File: src/rtl/qdac_pkg.sv
`timescale 1ns/1ps
package qdac_pkg;
  typedef enum logic [1:0] {
    MD_RIGHT = 2'd0,
    MD_LEFT  = 2'd1,
    MD_BYTE  = 2'd2,
    MD_ALT   = 2'd3
  } bus_mode_e;
endpackage

File: src/rtl/qdac_host_if.sv
`timescale 1ns/1ps
module qdac_host_if
  import qdac_pkg::*;
#(
  parameter int W      = 12,
  parameter int BUS_W  = 16,
  parameter int BYTE_W = 8,
  parameter int NCH    = 4
) (
  input  logic             clk,
  input  logic             rst,
  input  logic [1:0]       mode_i,
  input  logic [BUS_W-1:0] data_i,
  input  logic [NCH-1:0]   sel_n_i,
  output logic [W-1:0]     word_o,
  output logic [NCH-1:0]   ld_o
);
  localparam int HI_W     = W - BYTE_W;
  localparam int LEFT_LSB = BUS_W - W;

  bus_mode_e          mode;
  logic               byte_md;
  logic               any_sel;
  logic               phase_q;
  logic [BYTE_W-1:0]  stage_q;

  assign mode    = bus_mode_e'(mode_i);
  assign byte_md = (mode == MD_BYTE);
  assign any_sel = ~&sel_n_i;

  // byte pairing: phase 0 waits for the low byte, phase 1 for the high part
  always_ff @(posedge clk) begin
    if (rst) begin
      phase_q <= 1'b0;
      stage_q <= '0;
    end else if (!byte_md) begin
      phase_q <= 1'b0;
    end else if (any_sel) begin
      if (!phase_q) begin
        stage_q <= data_i[BYTE_W-1:0];
        phase_q <= 1'b1;
      end else begin
        phase_q <= 1'b0;
      end
    end
  end

  always_comb begin
    case (mode)
      MD_LEFT: word_o = data_i[BUS_W-1:LEFT_LSB];
      MD_BYTE: word_o = {data_i[HI_W-1:0], stage_q};
      default: word_o = data_i[W-1:0];
    endcase
  end

  for (genvar g = 0; g < NCH; g++) begin : g_ld
    assign ld_o[g] = ~sel_n_i[g] & (~byte_md | phase_q);
  end


  first_byte_noload_chk: assert property (@(posedge clk) disable iff (rst)
    (byte_md && !phase_q) |-> (ld_o == '0));


  pair_advance_chk: assert property (@(posedge clk) disable iff (rst)
    (byte_md && any_sel && !phase_q) |=> phase_q);


  phase_cancel_chk: assert property (@(posedge clk) disable iff (rst)
    !byte_md |=> !phase_q);
endmodule

File: src/rtl/qdac_chan.sv
`timescale 1ns/1ps
module qdac_chan #(
  parameter int W = 12
) (
  input  logic         clk,
  input  logic         rst,
  input  logic         ld_i,
  input  logic [W-1:0] word_i,
  output logic [W-1:0] code_o,
  output logic [W-1:0] sval_o
);
  localparam logic [W-1:0] MID_CODE = {1'b1, {(W-1){1'b0}}};

  logic [W-1:0] code_q;

  always_ff @(posedge clk) begin
    if (rst)       code_q <= MID_CODE;
    else if (ld_i) code_q <= word_i;
  end

  assign code_o = code_q;
  assign sval_o = {~code_q[W-1], code_q[W-2:0]};


  reset_mid_chk: assert property (@(posedge clk)
    rst |=> (code_o == MID_CODE));


  hold_chk: assert property (@(posedge clk) disable iff (rst)
    !ld_i |=> $stable(code_o));


  follow_chk: assert property (@(posedge clk) disable iff (rst)
    ld_i |=> (code_o == $past(word_i)));
endmodule

File: src/rtl/quad_dac_bank.sv
`timescale 1ns/1ps
module quad_dac_bank #(
  parameter int W      = 12,
  parameter int BUS_W  = 16,
  parameter int BYTE_W = 8,
  parameter int NCH    = 4
) (
  input  logic               clk,
  input  logic               rst,
  input  logic [1:0]         bus_mode_i,
  input  logic [BUS_W-1:0]   host_data_i,
  input  logic [NCH-1:0]     sel_n_i,
  output logic [NCH*W-1:0]   code_o,
  output logic [NCH*W-1:0]   sval_o
);
  logic [W-1:0]   word;
  logic [NCH-1:0] ld;

  qdac_host_if #(.W(W), .BUS_W(BUS_W), .BYTE_W(BYTE_W), .NCH(NCH)) u_host (
    .clk     (clk),
    .rst     (rst),
    .mode_i  (bus_mode_i),
    .data_i  (host_data_i),
    .sel_n_i (sel_n_i),
    .word_o  (word),
    .ld_o    (ld)
  );

  for (genvar c = 0; c < NCH; c++) begin : g_ch
    qdac_chan #(.W(W)) u_ch (
      .clk    (clk),
      .rst    (rst),
      .ld_i   (ld[c]),
      .word_i (word),
      .code_o (code_o[c*W +: W]),
      .sval_o (sval_o[c*W +: W])
    );
  end


  bcast_chk: assert property (@(posedge clk) disable iff (rst)
    (bus_mode_i != 2'd2 && sel_n_i == '0) |=> (code_o == {NCH{$past(word)}}));
endmodule

File: config.mk
export PLATFORM = sky130hd
export DESIGN_NAME = quad_dac_bank
export DESIGN_NICKNAME = d
export VERILOG_FILES = /design/src/rtl/qdac_pkg.sv /design/src/rtl/qdac_host_if.sv /design/src/rtl/qdac_chan.sv /design/src/rtl/quad_dac_bank.sv
export SDC_FILE = /design/constraint.sdc
export NUM_CORES = 1
export LEC_CHECK = 0
export ABC_CLOCK_PERIOD_IN_PS = 2900
export BUFFER_PORTS_ARGS = -buffer_cell sky130_fd_sc_hd__buf_2
export CAP_MARGIN = 20
export CELL_PAD_IN_SITES_DETAIL_PLACEMENT = 0
export CELL_PAD_IN_SITES_GLOBAL_PLACEMENT = 2
export CORE_MARGIN = 3
export CORE_UTILIZATION = 30
export DETAILED_ROUTE_END_ITERATION = 10
export PLACE_DENSITY = 0.95
export RECOVER_POWER = 100
export SYNTH_ARGS = -nofsm -noshare
export SYNTH_HDL_FRONTEND = slang
export SYNTH_SLANG_ARGS = --single-unit
File: constraint.sdc
create_clock -name clk -period 2.9 [get_ports clk]
set_input_delay 0.29 -clock clk [delete_from_list [all_inputs] [get_ports clk]]
set_output_delay 0.29 -clock clk [all_outputs]
set_load 0.05 [all_outputs]
**After elaboration in Yosys (flattened, before gate mapping)**

Index checks and enable logic that the tools add are counted.

- Add/sub/neg operators: 0
- $mul: 0
- Div/mod/pow operators: 0
- Order comparisons: 0
- Eq/ne operators: 2
- Shift operators: 0
- Mux-type cells: 2
- Bitwise logic cells: 16
- Reduce and logical (&&, ||, !) cells: 3

Operator list:

| kind | number |
|---|---|
| 12-bit case mux with 2 select lines | 1 |
| 1-bit inverter | 11 |
| 1-bit bitwise AND | 4 |
| 4-bit AND reduction | 1 |
| 3-bit AND reduction | 1 |
| 2-bit by 1-bit == test with 1-bit output, second input constant | 1 |
| 2-bit == test, second input constant | 1 |
| 2-bit OR reduction | 1 |
| 1-bit two-way mux | 1 |
| 1-bit bitwise OR | 1 |

- Register bits after elaboration: 57
- Bits in latches: 0
- Bits in writable memories: 0
- Memory bits (read-only): 0
- Bits of input ports: 24
- Output and inout bits: 96
- Word-level logic and storage cells: 29
- Memories: 0

**Longest topological paths before layout**

Gate-level depths: netlist of the first run.

- Depth in word-level cells: 4
- Mapped depth: 7
- Gate-level depth less buffers: 5

**By module**

Synthesis of the first run repeated with hierarchy kept, for this count alone.

- Cell total of the unflattened synthesis: 297
- Area, all modules: 2,821.5 um^2

Modules (own cells, without submodules):

| module | instances | cells each | area each (um^2) | seq. area each (um^2) |
|---|---|---|---|---|
| qdac_chan | 4 | 52 | 529.3 | 240.2 |
| qdac_host_if | 1 | 89 | 704.4 | 180.2 |

**Least setup slack after synthesis of the first run**

OpenSTA, ideal clock, no wires.

- Path kind: input port to flip-flop
- From: in bus_mode_i[0]
- To: reg g_ch[1].u_ch.code_q[3]
- Setup time: 0.132 ns
- Data arrival time: 1.336 ns
- Required time: 2.768 ns
- Path slack: 1.432 ns
- Cell stages on the path: 6
- Buffers on the path: 1
- Cell sequence: inv_1 -> ha_1 -> clkbuf_1 -> or2b_1 -> nand4b_1 -> a21oi_1

- Word-level cells in the longest chain between the ends: 4
- Elaborated cells between the ends (all ways): 6
- Those cells by class: 2 x eq/ne; 1 x mux; 3 x bitwise

Ends and longest elaborated chain:

| item | RTL line | source |
|---|---|---|
| start, declared | quad_dac_bank.sv:10 | `input logic [1:0] bus_mode_i,` |
| 2-bit == test | qdac_host_if.sv:28, qdac_host_if.sv:49 |  |
| 1-bit inverter (no line) | - |  |
| 1-bit bitwise OR | qdac_host_if.sv:57 | `assign ld_o[g] = ~sel_n_i[g] & (~byte_md \| phase_q);` |
| 1-bit bitwise AND | qdac_host_if.sv:57 |  |
| end signal, assigned | qdac_chan.sv:18 | `else if (ld_i) code_q <= word_i;` |
| end, declared | qdac_chan.sv:14 | `logic [W-1:0] code_q;` |

Parallel ways exist; a longest one is shown, timed or not.
A chain may end at the register's enable or synchronous reset.

**Worst setup path after layout of the first run**

- From: in bus_mode_i[0]
- To: reg g_ch[3].u_ch.code_q[8]

- Word-level cells in the longest chain between the ends: 4
- Elaborated cells between the ends (all ways): 6
- Those cells by class: 2 x eq/ne; 1 x mux; 3 x bitwise

Ends and longest elaborated chain:

| item | RTL line |
|---|---|
| 2-bit == test | qdac_host_if.sv:28, qdac_host_if.sv:49 |
| 1-bit inverter (no line) | - |
| 1-bit bitwise OR | qdac_host_if.sv:57 |
| 1-bit bitwise AND | qdac_host_if.sv:57 |
| end signal, assigned | qdac_chan.sv:18 |
| end, declared | qdac_chan.sv:14 |

Parallel ways exist; a longest one is shown, timed or not.

==> report_table.html, run 1 <==
<table>
<tr><th>Metric</th><th>Value</th></tr>
<tr><th colspan="2">Status</th></tr>
<tr><td>Result of the run</td><td>complete, no violations</td></tr>
<tr><th colspan="2">Timing</th></tr>
<tr><td>Min Tclk post-route</td><td>2140 ps</td></tr>
<tr><td>Worst clock skew</td><td>roughly 5.1 ps</td></tr>
<tr><td>Slew of the pin with the lowest slew margin</td><td>approximately 1100 ps</td></tr>
<tr><td>Total Negative Setup Slacks</td><td>0 ps</td></tr>
<tr><td>Total count of max-transition violations in the final report</td><td>0</td></tr>
<tr><td>RSZ-0062 raised after global routing</td><td>no</td></tr>
<tr><td>Maximum clock rate</td><td>between 400 and 500 MHz</td></tr>
<tr><td>Worst hold margin</td><td>245 ps</td></tr>
<tr><td>Setup ws final</td><td>around 760 ps</td></tr>
<tr><td>Setup-failing EPs final</td><td>0</td></tr>
<tr><td>Max-slew headroom at the worst pin</td><td>0.287</td></tr>
<tr><td>Fraction of the cycle the final worst path needs</td><td>0.738</td></tr>
<tr><td>Number of hold-slack violations in the final timing report</td><td>0</td></tr>
<tr><th colspan="2">Setup path</th></tr>
<tr><td>Startpoint Class</td><td>input pin</td></tr>
<tr><td>Crit Reg-Reg Endpoint</td><td>g_ch[3].u_ch.code_o[8]</td></tr>
<tr><td>Worst Reg-to-Reg Cells</td><td>4</td></tr>
<tr><td>Setup slack of the worst register-to-register path</td><td>1080 ps</td></tr>
<tr><td>Crit path DAT</td><td>2390 ps</td></tr>
<tr><td>Required time at the endpoint of the critical path</td><td>between 3000 and 4000 ps</td></tr>
<tr><td>Maximum fanout count along the critical path</td><td>39</td></tr>
<tr><td>Reg-to-reg startpoint</td><td>u_host.phase_q</td></tr>
<tr><td>Kind of critical path</td><td>in2reg</td></tr>
<tr><td>Crit end category</td><td>register</td></tr>
<tr><th colspan="2">CTS</th></tr>
<tr><td>Root buffer cell</td><td>sky130_fd_sc_hd__clkbuf_8</td></tr>
<tr><td>PostCTS Resize Cnt</td><td>0</td></tr>
<tr><td>Buffers from clock root to sink, at most</td><td>2</td></tr>
<tr><td>Setup repair bufs after CTS</td><td>0</td></tr>
<tr><td>Number of levels the H-tree was split into</td><td>3</td></tr>
<tr><td>TritonCTS clock tree</td><td>done</td></tr>
<tr><td>Clock latency reported for the late side of the worst-skew pair</td><td>around 340 ps</td></tr>
<tr><td>CTS clock-pin slew for the worst setup and hold paths</td><td>approximately 60 ps</td></tr>
<tr><td>Post-CTS Hold Buffers</td><td>0</td></tr>
<tr><td>Cts bufs inserted</td><td>9</td></tr>
<tr><td>Clk sinks</td><td>57</td></tr>
<tr><th colspan="2">Final layout</th></tr>
<tr><td>Final net count</td><td>between 400 and 500</td></tr>
<tr><td>Count of inserted antenna diode cells</td><td>0</td></tr>
<tr><td>Number of cells in the finished layout apart from fillers</td><td>~530</td></tr>
<tr><td>Layout cell share with drive strength beyond 1</td><td>0.0957</td></tr>
<tr><td>Most frequent cells in the layout</td><td>sky130_fd_sc_hd__clkbuf_1, sky130_fd_sc_hd__dfxtp_1, sky130_fd_sc_hd__o21ai_0</td></tr>
<tr><td>Synth-to-Final Area Change</td><td>10.7%</td></tr>
<tr><td>Most common cell after layout, fill and taps aside</td><td>sky130_fd_sc_hd__clkbuf_1</td></tr>
<tr><th colspan="2">Placed design</th></tr>
<tr><td>Placed Cells</td><td>~500</td></tr>
<tr><td>Post-DP HPWL</td><td>around 6400 um</td></tr>
<tr><td>Buffers on Ports</td><td>approximately 120</td></tr>
<tr><td>Global placement routability congestion</td><td>about 0.86</td></tr>
<tr><td>Post-placement worst setup slack</td><td>about 770 ps</td></tr>
<tr><th colspan="2">Global route</th></tr>
<tr><td>Maximum number of pins on one net before global-route repair</td><td>66</td></tr>
<tr><td>Wire length of the first global-routing pass</td><td>between 10,000 and 15,000 um</td></tr>
<tr><td>All-Layer GR Usage</td><td>0.161</td></tr>
<tr><td>Antenna violations before repair</td><td>0</td></tr>
<tr><td>Total grt overflow</td><td>0</td></tr>
<tr><td>Via count of the first global-routing pass</td><td>roughly 2,600</td></tr>
<tr><th colspan="2">Drt</th></tr>
<tr><td>Total Routed Length</td><td>around 9300 um</td></tr>
<tr><td>Initial drt markers</td><td>between 200 and 300</td></tr>
<tr><td>Routed vias</td><td>between 2,000 and 3,000</td></tr>
<tr><td>Post-detailed-route count of antenna-violating nets</td><td>0</td></tr>
<tr><td>Vias per inst</td><td>~5.3</td></tr>
<tr><td>Mean routed wirelength per cell</td><td>17.7 um</td></tr>
<tr><td>Pre-antenna DRT Iters</td><td>4</td></tr>
<tr><td>DRC violation count after routing</td><td>0</td></tr>
<tr><th colspan="2">Floorplanning</th></tr>
<tr><td>Initial cell density of the core</td><td>0.317</td></tr>
<tr><td>Num ports</td><td>120</td></tr>
<tr><td>DIE HEIGHT</td><td>106 um</td></tr>
<tr><td>Area of the core</td><td>between 0.009 and 0.01 mm^2</td></tr>
<tr><td>Row Count</td><td>35</td></tr>
<tr><td>Die Wd</td><td>roughly 110 um</td></tr>
<tr><td>Die area</td><td>around 0.011 mm^2</td></tr>
<tr><th colspan="2">Min path</th></tr>
<tr><td>Sink of the worst hold path</td><td>u_host.stage_q[4]</td></tr>
<tr><td>Hold Path Stages</td><td>3</td></tr>
<tr><td>Hold crit path type</td><td>in2reg</td></tr>
<tr><td>Hold Path Origin</td><td>host_data_i[4]</td></tr>
<tr><th colspan="2">Power and ir drop</th></tr>
<tr><td>Worst-case vdd ir drop</td><td>just under 200 uV</td></tr>
<tr><td>Static leakage</td><td>between 1 and 1.5 nW</td></tr>
<tr><td>Power per Cell Area</td><td>between 600 and 700 mW/mm^2</td></tr>
<tr><th colspan="2">Synth</th></tr>
<tr><td>Most area-hungry cell type in the Yosys netlist</td><td>sky130_fd_sc_hd__dfxtp_1</td></tr>
<tr><td>Post-Synthesis Net Count</td><td>364</td></tr>
<tr><td>Post-synthesis average cell area</td><td>just under 9 um^2</td></tr>
<tr><td>Fraction of synthesized cell area taken by the top area cell type</td><td>0.379</td></tr>
<tr><td>Distinct cells, synth</td><td>23</td></tr>
<tr><td>Number of cells produced by synthesis</td><td>338</td></tr>
<tr><td>Leading cell types by total area after synthesis</td><td>sky130_fd_sc_hd__dfxtp_1, sky130_fd_sc_hd__nand4b_1, sky130_fd_sc_hd__buf_4</td></tr>
<tr><td>Total number of yosys warnings</td><td>0</td></tr>
<tr><td>Post-Syn Area</td><td>0.00301 mm^2</td></tr>
<tr><td>Post-synthesis sequential element count</td><td>between 50 and 60</td></tr>
<tr><td>Sequential area share after synthesis</td><td>0.379</td></tr>
<tr><th colspan="2">Flow run</th></tr>
<tr><td>Number of maximum-capacitance violations</td><td>0</td></tr>
</table>
-- state kept, by name, summed over array words and instances, names as in the netlist --
signal            cells
g_ch.u_ch.code_o     48
u_host.phase_q        1
u_host.stage_q        8
-- worst max-delay path: stages --
cell                       delay, ps
sky130_fd_sc_hd__clkbuf_1         90
sky130_fd_sc_hd__inv_1            50
sky130_fd_sc_hd__ha_1            450
sky130_fd_sc_hd__nor2b_4         540
sky130_fd_sc_hd__clkbuf_2        610
sky130_fd_sc_hd__o21ai_0         160
sky130_fd_sc_hd__a21oi_1         180
-- layout make-up --
type | instances | area, um^2
inverter | 6 | 22.5
multi-input combinational | 200 | 1350
clock buffer | 13 | 169
tap | 129 | 161
fill | 1056 | 6170
timing repair buffer | 121 | 487
sequential | 57 | 1140
-- synth_stat cells --
cell type	count
sky130_fd_sc_hd__or4_1	4
sky130_fd_sc_hd__buf_6	4
sky130_fd_sc_hd__nand3b_1	4
sky130_fd_sc_hd__ha_1	2
sky130_fd_sc_hd__o21ai_0	20
sky130_fd_sc_hd__inv_1	6
sky130_fd_sc_hd__buf_4	45
sky130_fd_sc_hd__or2b_1	3
sky130_fd_sc_hd__a221oi_1	1
sky130_fd_sc_hd__nor2b_4	1
sky130_fd_sc_hd__nand2b_1	17
sky130_fd_sc_hd__dfxtp_1	57
sky130_fd_sc_hd__nor3b_1	1
sky130_fd_sc_hd__xnor2_1	1
sky130_fd_sc_hd__o21ai_1	36
sky130_fd_sc_hd__and2_0	1
sky130_fd_sc_hd__nand4b_1	52
sky130_fd_sc_hd__nor2b_1	1
sky130_fd_sc_hd__clkbuf_1	15
sky130_fd_sc_hd__a21oi_1	44
sky130_fd_sc_hd__a221o_1	11
sky130_fd_sc_hd__buf_2	11
sky130_fd_sc_hd__nand4_4	1
-- where the power goes --
| group | internal (mW) | total [mW] | switching [mW] |
|---|---|---|---|
| registers | 0.840 | 0.882 | 0.0419 |
| clock network | 0.366 | 0.661 | 0.295 |
| logic | 0.133 | 0.686 | 0.553 |
| total | 1.34 | 2.23 | 0.890 |
-- cell families after synthesis --
kind of cell	share of synthesized area
xor gates and xnor gates	0.00291
AOI/OAI and AO/OA	0.206
DFF	0.379
adders and majority gates	0.00831
and+or+nand+nor	0.232
buffers and inverters	0.172
-- metal layers --
metal	GRT usage	part of all wire	vias up
met4	0.0546	0.017	0
li1	-	-	1312
met3	0.0413	0.076	15
met2	0.267	0.48	151
met1	0.201	0.43	1305
met5	0	0	-
-- how the worst max path moves through the flow --
stage          cells past startpoint                     end           from  slack (ps)
2_1_floorplan                      6  g_ch[1].u_ch.code_o[3]  bus_mode_i[0]        1430
3_3_place_gp                       6       u_host.stage_q[2]  bus_mode_i[0]         840
3_5_place_dp                       6       u_host.stage_q[1]  bus_mode_i[0]         770
4_1_cts                            6       u_host.stage_q[1]  bus_mode_i[0]        1110
5_1_grt                            7  g_ch[3].u_ch.code_o[2]  bus_mode_i[0]         530
6_report                           7  g_ch[3].u_ch.code_o[8]  bus_mode_i[0]         760
-- through the flow --
step	util	cell area [um^2]	power, mW
final	0.351	3330	2.23
after global routing	0.351	3330	2.32
after CTS	0.365	3470	2.28
after detailed placement	0.347	3300	1.62
after global placement	0.347	3300	1.61
after floorplan	-	3010	1.49
No activity file was read; power rests on OpenSTA's default activity.
==> inputs of run 2 (changes only) <==
ABC_CLOCK_PERIOD_IN_PS = 1800   (was 2900)
CORE_UTILIZATION = 25   (was 30)
PLACE_DENSITY = 0.87   (was 0.95)
clock period = 1.8 ns   (was 2.9 ns; I/O delays follow)
==> run 2 against run 1 <==
  * Clock skew hardly changed
  * Utilization is 4.2 points lower
  * Non-clock buffer count grew 9
  * Sequential share of layout area shrank 2.4 points
  * Hold slack worse by 93 ps
  * Routed wire length up 5.8%
  * Sequential power increased by 62%
  * Register-to-register slack worse by 660 ps
  * Global-route usage shrank 1.7 points
  * Combinational power increased by 65%
  * Die area is 19% higher
  * Critical endpoint is now sval_o[34]
  * Largest power group is now the clock network
  * Highest routed layer unchanged
==> report_table.html, run 2 (synthesis results as in run 1) <==
<table>
<tr><th>Metric</th><th>Value</th></tr>
<tr><th colspan="2">Setup path</th></tr>
<tr><td>Critical Path Max Stage Delay</td><td>500 ps (was 610 ps)</td></tr>
<tr><td>Worst path cell trace</td><td>clkbuf_1 (was clkbuf_1, inv_1, ha_1, nor2b_4, clkbuf_2, o21ai_0, a21oi_1)</td></tr>
<tr><td>Required time at the endpoint of the critical path</td><td>1620 ps (was 3150 ps)</td></tr>
<tr><td>Kind of critical path</td><td>reg2out (was in2reg)</td></tr>
<tr><td>Launching instance or port of the critical path</td><td>g_ch[2].u_ch.code_o[10] (was bus_mode_i[0])</td></tr>
<tr><td>Crit-path slowest cell</td><td>sky130_fd_sc_hd__clkbuf_1 (was sky130_fd_sc_hd__clkbuf_2)</td></tr>
<tr><td>Buffering stage count on the worst path with inverters included</td><td>1 (was 3)</td></tr>
<tr><td>Reg-to-reg startpoint</td><td>u_host.phase_q (unchanged)</td></tr>
<tr><td>Startpoint Class</td><td>register (was input pin)</td></tr>
<tr><td>Maximum fanout count along the critical path</td><td>3 (was 39)</td></tr>
<tr><td>Crit end category</td><td>primary output (was register)</td></tr>
<tr><td>Crit path DAT</td><td>1260 ps (was 2390 ps)</td></tr>
<tr><td>Family of cells with the greatest summed delay on the critical path</td><td>buffers and inverters (unchanged)</td></tr>
<tr><th colspan="2">Timing</th></tr>
<tr><td>Total Negative Setup Slacks</td><td>0 ps (unchanged)</td></tr>
<tr><td>Worst clock skew</td><td>5.13 ps (was 5.07 ps)</td></tr>
<tr><td>Slew of the pin with the lowest slew margin</td><td>620 ps (was 1070 ps)</td></tr>
<tr><td>Min Tclk post-route</td><td>1440 ps</td></tr>
<tr><td>Number of hold-slack violations in the final timing report</td><td>0 (unchanged)</td></tr>
<tr><td>Setup-failing EPs final</td><td>0 (unchanged)</td></tr>
<tr><td>RSZ-0062 raised after global routing</td><td>no (unchanged)</td></tr>
<tr><td>Max-slew headroom at the worst pin</td><td>0.589 (was 0.287)</td></tr>
<tr><td>Total count of max-transition violations in the final report</td><td>0 (unchanged)</td></tr>
<tr><td>Maximum clock rate</td><td>slightly below 700 MHz</td></tr>
<tr><td>Fraction of the cycle the final worst path needs</td><td>0.799</td></tr>
<tr><th colspan="2">Power and ir drop</th></tr>
<tr><td>Power per Cell Area</td><td>1220 mW/mm^2 (was 669 mW/mm^2)</td></tr>
<tr><td>Net load switching power</td><td>1.53 mW (was 890 uW)</td></tr>
<tr><td>Overall Power</td><td>4.38 mW (was 2.23 mW)</td></tr>
<tr><td>Comb pwr share</td><td>0.259 (was 0.308)</td></tr>
<tr><td>Fraction of power spent switching nets</td><td>0.348 (was 0.399)</td></tr>
<tr><td>Worst-case vdd ir drop</td><td>418 uV (was 198 uV)</td></tr>
<tr><td>Static leakage</td><td>1.24 nW (was 1.12 nW)</td></tr>
<tr><td>Part of the power in the clock network</td><td>0.415 (was 0.297)</td></tr>
<tr><td>Part of the power in registers</td><td>0.326 (was 0.396)</td></tr>
<tr><td>Internal power consumption</td><td>2.85 mW (was 1.34 mW)</td></tr>
<tr><th colspan="2">Floorplanning</th></tr>
<tr><td>Num ports</td><td>120 (unchanged)</td></tr>
<tr><td>Area of the core</td><td>0.0116 mm^2 (was 0.00950 mm^2)</td></tr>
<tr><td>Row Count</td><td>39 (was 35)</td></tr>
<tr><td>Initial cell density of the core</td><td>0.259 (was 0.317)</td></tr>
<tr><td>Die Wd</td><td>116 um (was 106 um)</td></tr>
<tr><td>Die area</td><td>0.0134 mm^2 (was 0.0113 mm^2)</td></tr>
<tr><td>DIE HEIGHT</td><td>116 um (was 106 um)</td></tr>
<tr><th colspan="2">Flow run</th></tr>
<tr><td>Number of maximum-capacitance violations</td><td>0 (unchanged)</td></tr>
<tr><th colspan="2">CTS</th></tr>
<tr><td>Setup repair bufs after CTS</td><td>0 (unchanged)</td></tr>
<tr><td>Buffers from clock root to sink, at most</td><td>2 (unchanged)</td></tr>
<tr><td>TritonCTS clock tree</td><td>done (unchanged)</td></tr>
<tr><td>Root buffer cell</td><td>sky130_fd_sc_hd__clkbuf_16 (was sky130_fd_sc_hd__clkbuf_8)</td></tr>
<tr><td>Cts bufs inserted</td><td>9 (unchanged)</td></tr>
<tr><td>Number of levels the H-tree was split into</td><td>3 (unchanged)</td></tr>
<tr><td>Post-CTS Hold Buffers</td><td>0 (unchanged)</td></tr>
<tr><td>PostCTS Resize Cnt</td><td>0 (unchanged)</td></tr>
<tr><td>Clk sinks</td><td>57 (unchanged)</td></tr>
<tr><td>Clock latency reported for the late side of the worst-skew pair</td><td>330 ps (was 340 ps)</td></tr>
<tr><td>CTS clock-pin slew for the worst setup and hold paths</td><td>50 ps (was 60 ps)</td></tr>
<tr><th colspan="2">Placed design</th></tr>
<tr><td>Buffers on Ports</td><td>119 (unchanged)</td></tr>
<tr><td>Post-DP HPWL</td><td>7160 um (was 6380 um)</td></tr>
<tr><td>Post-placement cell area</td><td>0.00340 mm^2 (was 0.00330 mm^2)</td></tr>
<tr><td>Global placement routability congestion</td><td>0.867 (was 0.863)</td></tr>
<tr><th colspan="2">Final layout</th></tr>
<tr><td>Count of inserted antenna diode cells</td><td>0 (unchanged)</td></tr>
<tr><td>Most frequent cells in the layout</td><td>sky130_fd_sc_hd__clkbuf_1, sky130_fd_sc_hd__dfxtp_1, sky130_fd_sc_hd__nand4b_1 (was sky130_fd_sc_hd__clkbuf_1, sky130_fd_sc_hd__dfxtp_1, sky130_fd_sc_hd__o21ai_0)</td></tr>
<tr><td>Layout cell share with drive strength beyond 1</td><td>0.115 (was 0.0957)</td></tr>
<tr><td>Cell area after layout</td><td>0.00358 mm^2 (was 0.00333 mm^2)</td></tr>
<tr><td>Largest register FFs</td><td>48 (unchanged)</td></tr>
<tr><td>Final net count</td><td>430 (was 421)</td></tr>
<tr><td>Synth-to-Final Area Change</td><td>19.1% (was 10.7%)</td></tr>
<tr><td>Most common cell after layout, fill and taps aside</td><td>sky130_fd_sc_hd__clkbuf_1 (unchanged)</td></tr>
<tr><th colspan="2">Global route</th></tr>
<tr><td>All-Layer GR Usage</td><td>0.144 (was 0.161)</td></tr>
<tr><td>Antenna violations before repair</td><td>0 (unchanged)</td></tr>
<tr><td>Via count of the first global-routing pass</td><td>2,531 (was 2,568)</td></tr>
<tr><td>Maximum number of pins on one net before global-route repair</td><td>45 (was 66)</td></tr>
<tr><td>Wire length of the first global-routing pass</td><td>14,400 um (was 13,900 um)</td></tr>
<tr><td>Total grt overflow</td><td>0 (unchanged)</td></tr>
<tr><th colspan="2">Min path</th></tr>
<tr><td>Hold crit path type</td><td>in2reg (unchanged)</td></tr>
<tr><td>Hold Path Origin</td><td>host_data_i[2] (was host_data_i[4])</td></tr>
<tr><th colspan="2">Drt</th></tr>
<tr><td>Mean routed wirelength per cell</td><td>17.9 um (was 17.7 um)</td></tr>
<tr><td>Total Routed Length</td><td>9870 um (was 9320 um)</td></tr>
<tr><td>Initial drt markers</td><td>205 (was 285)</td></tr>
<tr><td>Routed vias</td><td>2,837 (was 2,783)</td></tr>
<tr><td>Vias per inst</td><td>5.16 (was 5.29)</td></tr>
<tr><td>Pre-antenna DRT Iters</td><td>5 (was 4)</td></tr>
<tr><td>DRC violation count after routing</td><td>0 (unchanged)</td></tr>
<tr><td>Post-detailed-route count of antenna-violating nets</td><td>0 (unchanged)</td></tr>
<tr><th colspan="2">Status</th></tr>
<tr><td>Result of the run</td><td>complete, no violations (unchanged)</td></tr>
</table>
run 2: cell count changes in the layout (fill, tap and decap cells not counted), sizes merged:
| cell | before | now |
|---|---|---|
| buf | 23 | 30 |
| bufinv | 0 | 2 |
| clkinv | 0 | 1 |
run 2: cell type report:
cell class	instances	area (um^2)
fill	1263	8030
tap	143	179
clock buffer	11	253
timing repair buffer	130	572
multi-input combinational	200	1350
sequential	57	1140
inverter	6	22.5
clock inverter	3	65.1
run 2: power groups by stage:
| stage | clock [mW] | combinational, mW | sequential, mW |
|---|---|---|---|
| 3_3_place_gp | 0 | 1.18 | 1.45 |
| 5_1_grt | 1.92 | 1.19 | 1.44 |
| 6_report | 1.82 | 1.13 | 1.43 |
| 4_1_cts | 1.84 | 1.19 | 1.43 |
| 2_1_floorplan | 0 | 0.699 | 1.71 |
| 3_5_place_dp | 0 | 1.18 | 1.45 |
run 2: worst paths after layout:
path	end	slack, ps	cells past startpoint
worst max-delay path	sval_o[34]	360	1
worst min-delay path	u_host.stage_q[2]	150	3
worst max register to register	g_ch[1].u_ch.code_o[8]	420	4
worst min register to register	u_host.stage_q[2]	480	2
run 2: layer usage:
layer | up-vias | part of all wire | GRT usage
li1 | 1333 | - | -
met5 | - | 0 | 0
met3 | 17 | 0.073 | 0.0381
met1 | 1350 | 0.45 | 0.193
met4 | 0 | 0.021 | 0.0510
met2 | 137 | 0.45 | 0.224
run 2: worst reg2reg max path: cells and delay by family, from the launching register on:
| kind | cells | cell delay, ps |
|---|---|---|
| buf+inv | 1 | 410 |
| compound gates | 2 | 310 |
| flops | 1 | 360 |
| simple gates | 1 | 240 |
run 2: through the flow:
stage | instances | worst slack (ps) | hold slack, ps | utilization
2_1_floorplan | 338 | 442 | 347 | -
3_3_place_gp | 536 | 197 | 460 | 0.293
3_5_place_dp | 536 | 190 | 453 | 0.293
4_1_cts | 550 | 506 | 147 | 0.320
5_1_grt | 550 | 297 | 178 | 0.309
6_report | 550 | 361 | 152 | 0.309
==> inputs of run 3 (changes only) <==
ABC_CLOCK_PERIOD_IN_PS = 1150   (was 1800)
clock period = 1.15 ns   (was 1.8 ns; I/O delays follow)
==> run 3 against run 2 <==
  * Clock skew is 2.2 ps lower
  * Global-route usage is 0.81 points higher
  * Design area is 8.9% higher
  * Largest cell class unchanged
  * Register-to-register slack worse by 400 ps
  * Clock power is 45% higher
  * Via count is 2.5% higher
==> report_table.html, run 3 (synthesis results as in run 1) <==
<table>
<tr><th>Metric</th><th>Value</th></tr>
<tr><th colspan="2">Setup path</th></tr>
<tr><td>Family of cells with the greatest summed delay on the critical path</td><td>flip-flops (was buffers and inverters)</td></tr>
<tr><td>Startpoint Class</td><td>register (unchanged)</td></tr>
<tr><td>Crit path DAT</td><td>1390 ps (was 1260 ps)</td></tr>
<tr><td>Buffering stage count on the worst path with inverters included</td><td>1 (unchanged)</td></tr>
<tr><td>Kind of critical path</td><td>reg2reg (was reg2out)</td></tr>
<tr><td>Crit-path slowest cell</td><td>sky130_fd_sc_hd__dfxtp_4 (was sky130_fd_sc_hd__clkbuf_1)</td></tr>
<tr><td>Crit end category</td><td>register (was primary output)</td></tr>
<tr><td>Required time at the endpoint of the critical path</td><td>1410 ps (was 1620 ps)</td></tr>
<tr><td>Worst path cell trace</td><td>nand2b_4, buf_4, nand4b_1, a21oi_1 (was clkbuf_1)</td></tr>
<tr><td>Critical Path Max Stage Delay</td><td>380 ps (was 500 ps)</td></tr>
<tr><td>Maximum fanout count along the critical path</td><td>11 (was 3)</td></tr>
<tr><th colspan="2">CTS</th></tr>
<tr><td>Buffers from clock root to sink, at most</td><td>2 (unchanged)</td></tr>
<tr><td>Root buffer cell</td><td>sky130_fd_sc_hd__clkbuf_16 (unchanged)</td></tr>
<tr><td>TritonCTS clock tree</td><td>done (unchanged)</td></tr>
<tr><td>CTS clock-pin slew for the worst setup and hold paths</td><td>50 ps (about the same)</td></tr>
<tr><td>Number of levels the H-tree was split into</td><td>3 (unchanged)</td></tr>
<tr><td>Clock latency reported for the late side of the worst-skew pair</td><td>330 ps (about the same)</td></tr>
<tr><td>Clk sinks</td><td>57 (unchanged)</td></tr>
<tr><td>Cts bufs inserted</td><td>9 (unchanged)</td></tr>
<tr><th colspan="2">Global route</th></tr>
<tr><td>All-Layer GR Usage</td><td>0.152 (was 0.144)</td></tr>
<tr><td>Antenna violations before repair</td><td>0 (unchanged)</td></tr>
<tr><td>Total grt overflow</td><td>0 (unchanged)</td></tr>
<tr><td>Via count of the first global-routing pass</td><td>2,664 (was 2,531)</td></tr>
<tr><td>Maximum number of pins on one net before global-route repair</td><td>31 (was 45)</td></tr>
<tr><td>Wire length of the first global-routing pass</td><td>15,100 um (was 14,400 um)</td></tr>
<tr><th colspan="2">Drt</th></tr>
<tr><td>Total Routed Length</td><td>10,300 um (was 9870 um)</td></tr>
<tr><td>Routed vias</td><td>2,909 (was 2,837)</td></tr>
<tr><td>Vias per inst</td><td>5.11 (was 5.16)</td></tr>
<tr><td>Post-detailed-route count of antenna-violating nets</td><td>0 (unchanged)</td></tr>
<tr><td>Mean routed wirelength per cell</td><td>18.2 um (was 17.9 um)</td></tr>
<tr><td>Pre-antenna DRT Iters</td><td>5 (unchanged)</td></tr>
<tr><td>DRC violation count after routing</td><td>0 (unchanged)</td></tr>
<tr><td>Initial drt markers</td><td>215 (was 205)</td></tr>
<tr><th colspan="2">Floorplanning</th></tr>
<tr><td>Die Wd</td><td>116 um (unchanged)</td></tr>
<tr><td>DIE HEIGHT</td><td>116 um (unchanged)</td></tr>
<tr><td>Num ports</td><td>120 (unchanged)</td></tr>
<tr><td>Initial cell density of the core</td><td>0.259 (unchanged)</td></tr>
<tr><td>Row Count</td><td>39 (unchanged)</td></tr>
<tr><td>Die area</td><td>0.0134 mm^2 (unchanged)</td></tr>
<tr><td>Area of the core</td><td>0.0116 mm^2 (unchanged)</td></tr>
<tr><th colspan="2">Final layout</th></tr>
<tr><td>Most common cell after layout, fill and taps aside</td><td>sky130_fd_sc_hd__buf_2 (was sky130_fd_sc_hd__clkbuf_1)</td></tr>
<tr><td>Cell area after layout</td><td>0.00390 mm^2 (was 0.00358 mm^2)</td></tr>
<tr><td>Layout cell share with drive strength beyond 1</td><td>0.397 (was 0.115)</td></tr>
<tr><td>Filler cells</td><td>1,213 (was 1,263)</td></tr>
<tr><td>Most frequent cells in the layout</td><td>sky130_fd_sc_hd__buf_2, sky130_fd_sc_hd__dfxtp_1, sky130_fd_sc_hd__nand4b_1 (was sky130_fd_sc_hd__clkbuf_1, sky130_fd_sc_hd__dfxtp_1, sky130_fd_sc_hd__nand4b_1)</td></tr>
<tr><td>Largest register FFs</td><td>48 (unchanged)</td></tr>
<tr><td>Synth-to-Final Area Change</td><td>29.6% (was 19.1%)</td></tr>
<tr><td>Number of cells in the finished layout apart from fillers</td><td>569 (was 550)</td></tr>
<tr><td>Count of inserted antenna diode cells</td><td>0 (unchanged)</td></tr>
<tr><td>Final net count</td><td>447 (was 430)</td></tr>
<tr><th colspan="2">Power and ir drop</th></tr>
<tr><td>Net load switching power</td><td>2.46 mW (was 1.53 mW)</td></tr>
<tr><td>Comb pwr share</td><td>0.286 (was 0.259)</td></tr>
<tr><td>Part of the power in the clock network</td><td>0.386 (was 0.415)</td></tr>
<tr><td>Power per Cell Area</td><td>1750 mW/mm^2 (was 1220 mW/mm^2)</td></tr>
<tr><td>Worst-case vdd ir drop</td><td>678 uV (was 418 uV)</td></tr>
<tr><td>Overall Power</td><td>6.82 mW (was 4.38 mW)</td></tr>
<tr><td>Internal power consumption</td><td>4.36 mW (was 2.85 mW)</td></tr>
<tr><td>Static leakage</td><td>1.68 nW (was 1.24 nW)</td></tr>
<tr><td>Fraction of power spent switching nets</td><td>0.360 (was 0.348)</td></tr>
<tr><td>Part of the power in registers</td><td>0.328 (was 0.326)</td></tr>
<tr><th colspan="2">Timing</th></tr>
<tr><td>Worst hold margin</td><td>82.2 ps (was 152 ps)</td></tr>
<tr><td>Slew of the pin with the lowest slew margin</td><td>327 ps (was 620 ps)</td></tr>
<tr><td>Total Negative Setup Slacks</td><td>0 ps (unchanged)</td></tr>
<tr><td>Setup-failing EPs final</td><td>0 (unchanged)</td></tr>
<tr><td>Fraction of the cycle the final worst path needs</td><td>0.985</td></tr>
<tr><td>RSZ-0062 raised after global routing</td><td>yes (was no)</td></tr>
<tr><td>Number of hold-slack violations in the final timing report</td><td>0 (unchanged)</td></tr>
<tr><td>Maximum clock rate</td><td>between 800 and 900 MHz</td></tr>
<tr><td>Min Tclk post-route</td><td>1130 ps</td></tr>
<tr><td>Worst clock skew</td><td>2.95 ps (was 5.13 ps)</td></tr>
<tr><td>Max-slew headroom at the worst pin</td><td>0.782 (was 0.589)</td></tr>
<tr><td>Total count of max-transition violations in the final report</td><td>0 (unchanged)</td></tr>
<tr><th colspan="2">Placed design</th></tr>
<tr><td>Global placement routability congestion</td><td>0.839 (was 0.867)</td></tr>
<tr><td>Post-DP HPWL</td><td>7270 um (was 7160 um)</td></tr>
<tr><td>Buffers on Ports</td><td>119 (unchanged)</td></tr>
<tr><td>Placed Cells</td><td>545 (was 536)</td></tr>
<tr><td>Post-placement cell area</td><td>0.00348 mm^2 (was 0.00340 mm^2)</td></tr>
<tr><th colspan="2">Min path</th></tr>
<tr><td>Hold crit path type</td><td>in2reg (unchanged)</td></tr>
<tr><th colspan="2">Status</th></tr>
<tr><td>Result of the run</td><td>complete, no violations (unchanged)</td></tr>
<tr><th colspan="2">Flow run</th></tr>
<tr><td>Number of maximum-capacitance violations</td><td>0 (unchanged)</td></tr>
</table>
==> run 3: worst paths after layout <==
path / to / start / slack [ps] / depth (start not counted)
hold / removal: u_host.stage_q[4] / host_data_i[4] / 80 / 3
hold reg to reg: u_host.stage_q[0] / u_host.stage_q[0] / 470 / 2
setup reg to reg: g_ch[2].u_ch.code_o[1] / u_host.phase_q / 20 / 4
setup / recovery: g_ch[2].u_ch.code_o[1] / u_host.phase_q / 20 / 4
==> run 3: worst register-to-register path, stage by stage (launching register included) <==
cell                       delay (ps)
sky130_fd_sc_hd__dfxtp_4          380
sky130_fd_sc_hd__nand2b_4         190
sky130_fd_sc_hd__buf_4            210
sky130_fd_sc_hd__nand4b_1         130
sky130_fd_sc_hd__a21oi_1          150
==> run 3: layout make-up <==
class,instances,area (um^2),area share
clock buffers,13,250,0.0641
inverters,6,22.5,0.00577
flip-flops and latches,57,1150,0.294
well taps,143,179,0.0458
repair buffers,146,877,0.225
multi-input cells,201,1390,0.355
clock inverters,3,40.0,0.0103
==> run 3: what timing repair did <==
item	4_1_cts	5_1_grt
pin swaps	0	5
setup buffers	0	5
cloned	1	2
resized for setup	4	21
hold buffers	0	0
setup endpoints to repair	16	57
==> run 3: power groups by stage <==
stage                     registers (mW)  clock network (mW)  logic, mW
after floorplan                     2.67                   0       1.11
after global placement              2.27                   0       1.89
after detailed placement            2.28                   0       1.89
after CTS                           2.24                2.67       1.92
after global routing                2.26                2.76       2.06
final                               2.24                2.63       1.95
==> run 3: layer usage <==
layer / up-vias / global-route usage / share of wire
met5: - / 0 / 0
met2: 132 / 0.229 / 0.46
li1: 1383 / - / -
met1: 1373 / 0.200 / 0.44
met4: 0 / 0.0673 / 0.027
met3: 21 / 0.0480 / 0.068
==> run 3: per-stage QoR <==
step | setup WS, ps | util
after CTS | -27.1 | 0.328
after global placement | -320 | 0.300
final | 17.2 | 0.336
after detailed placement | -319 | 0.300
after floorplan | 4.56 | -
after global routing | -13.9 | 0.336
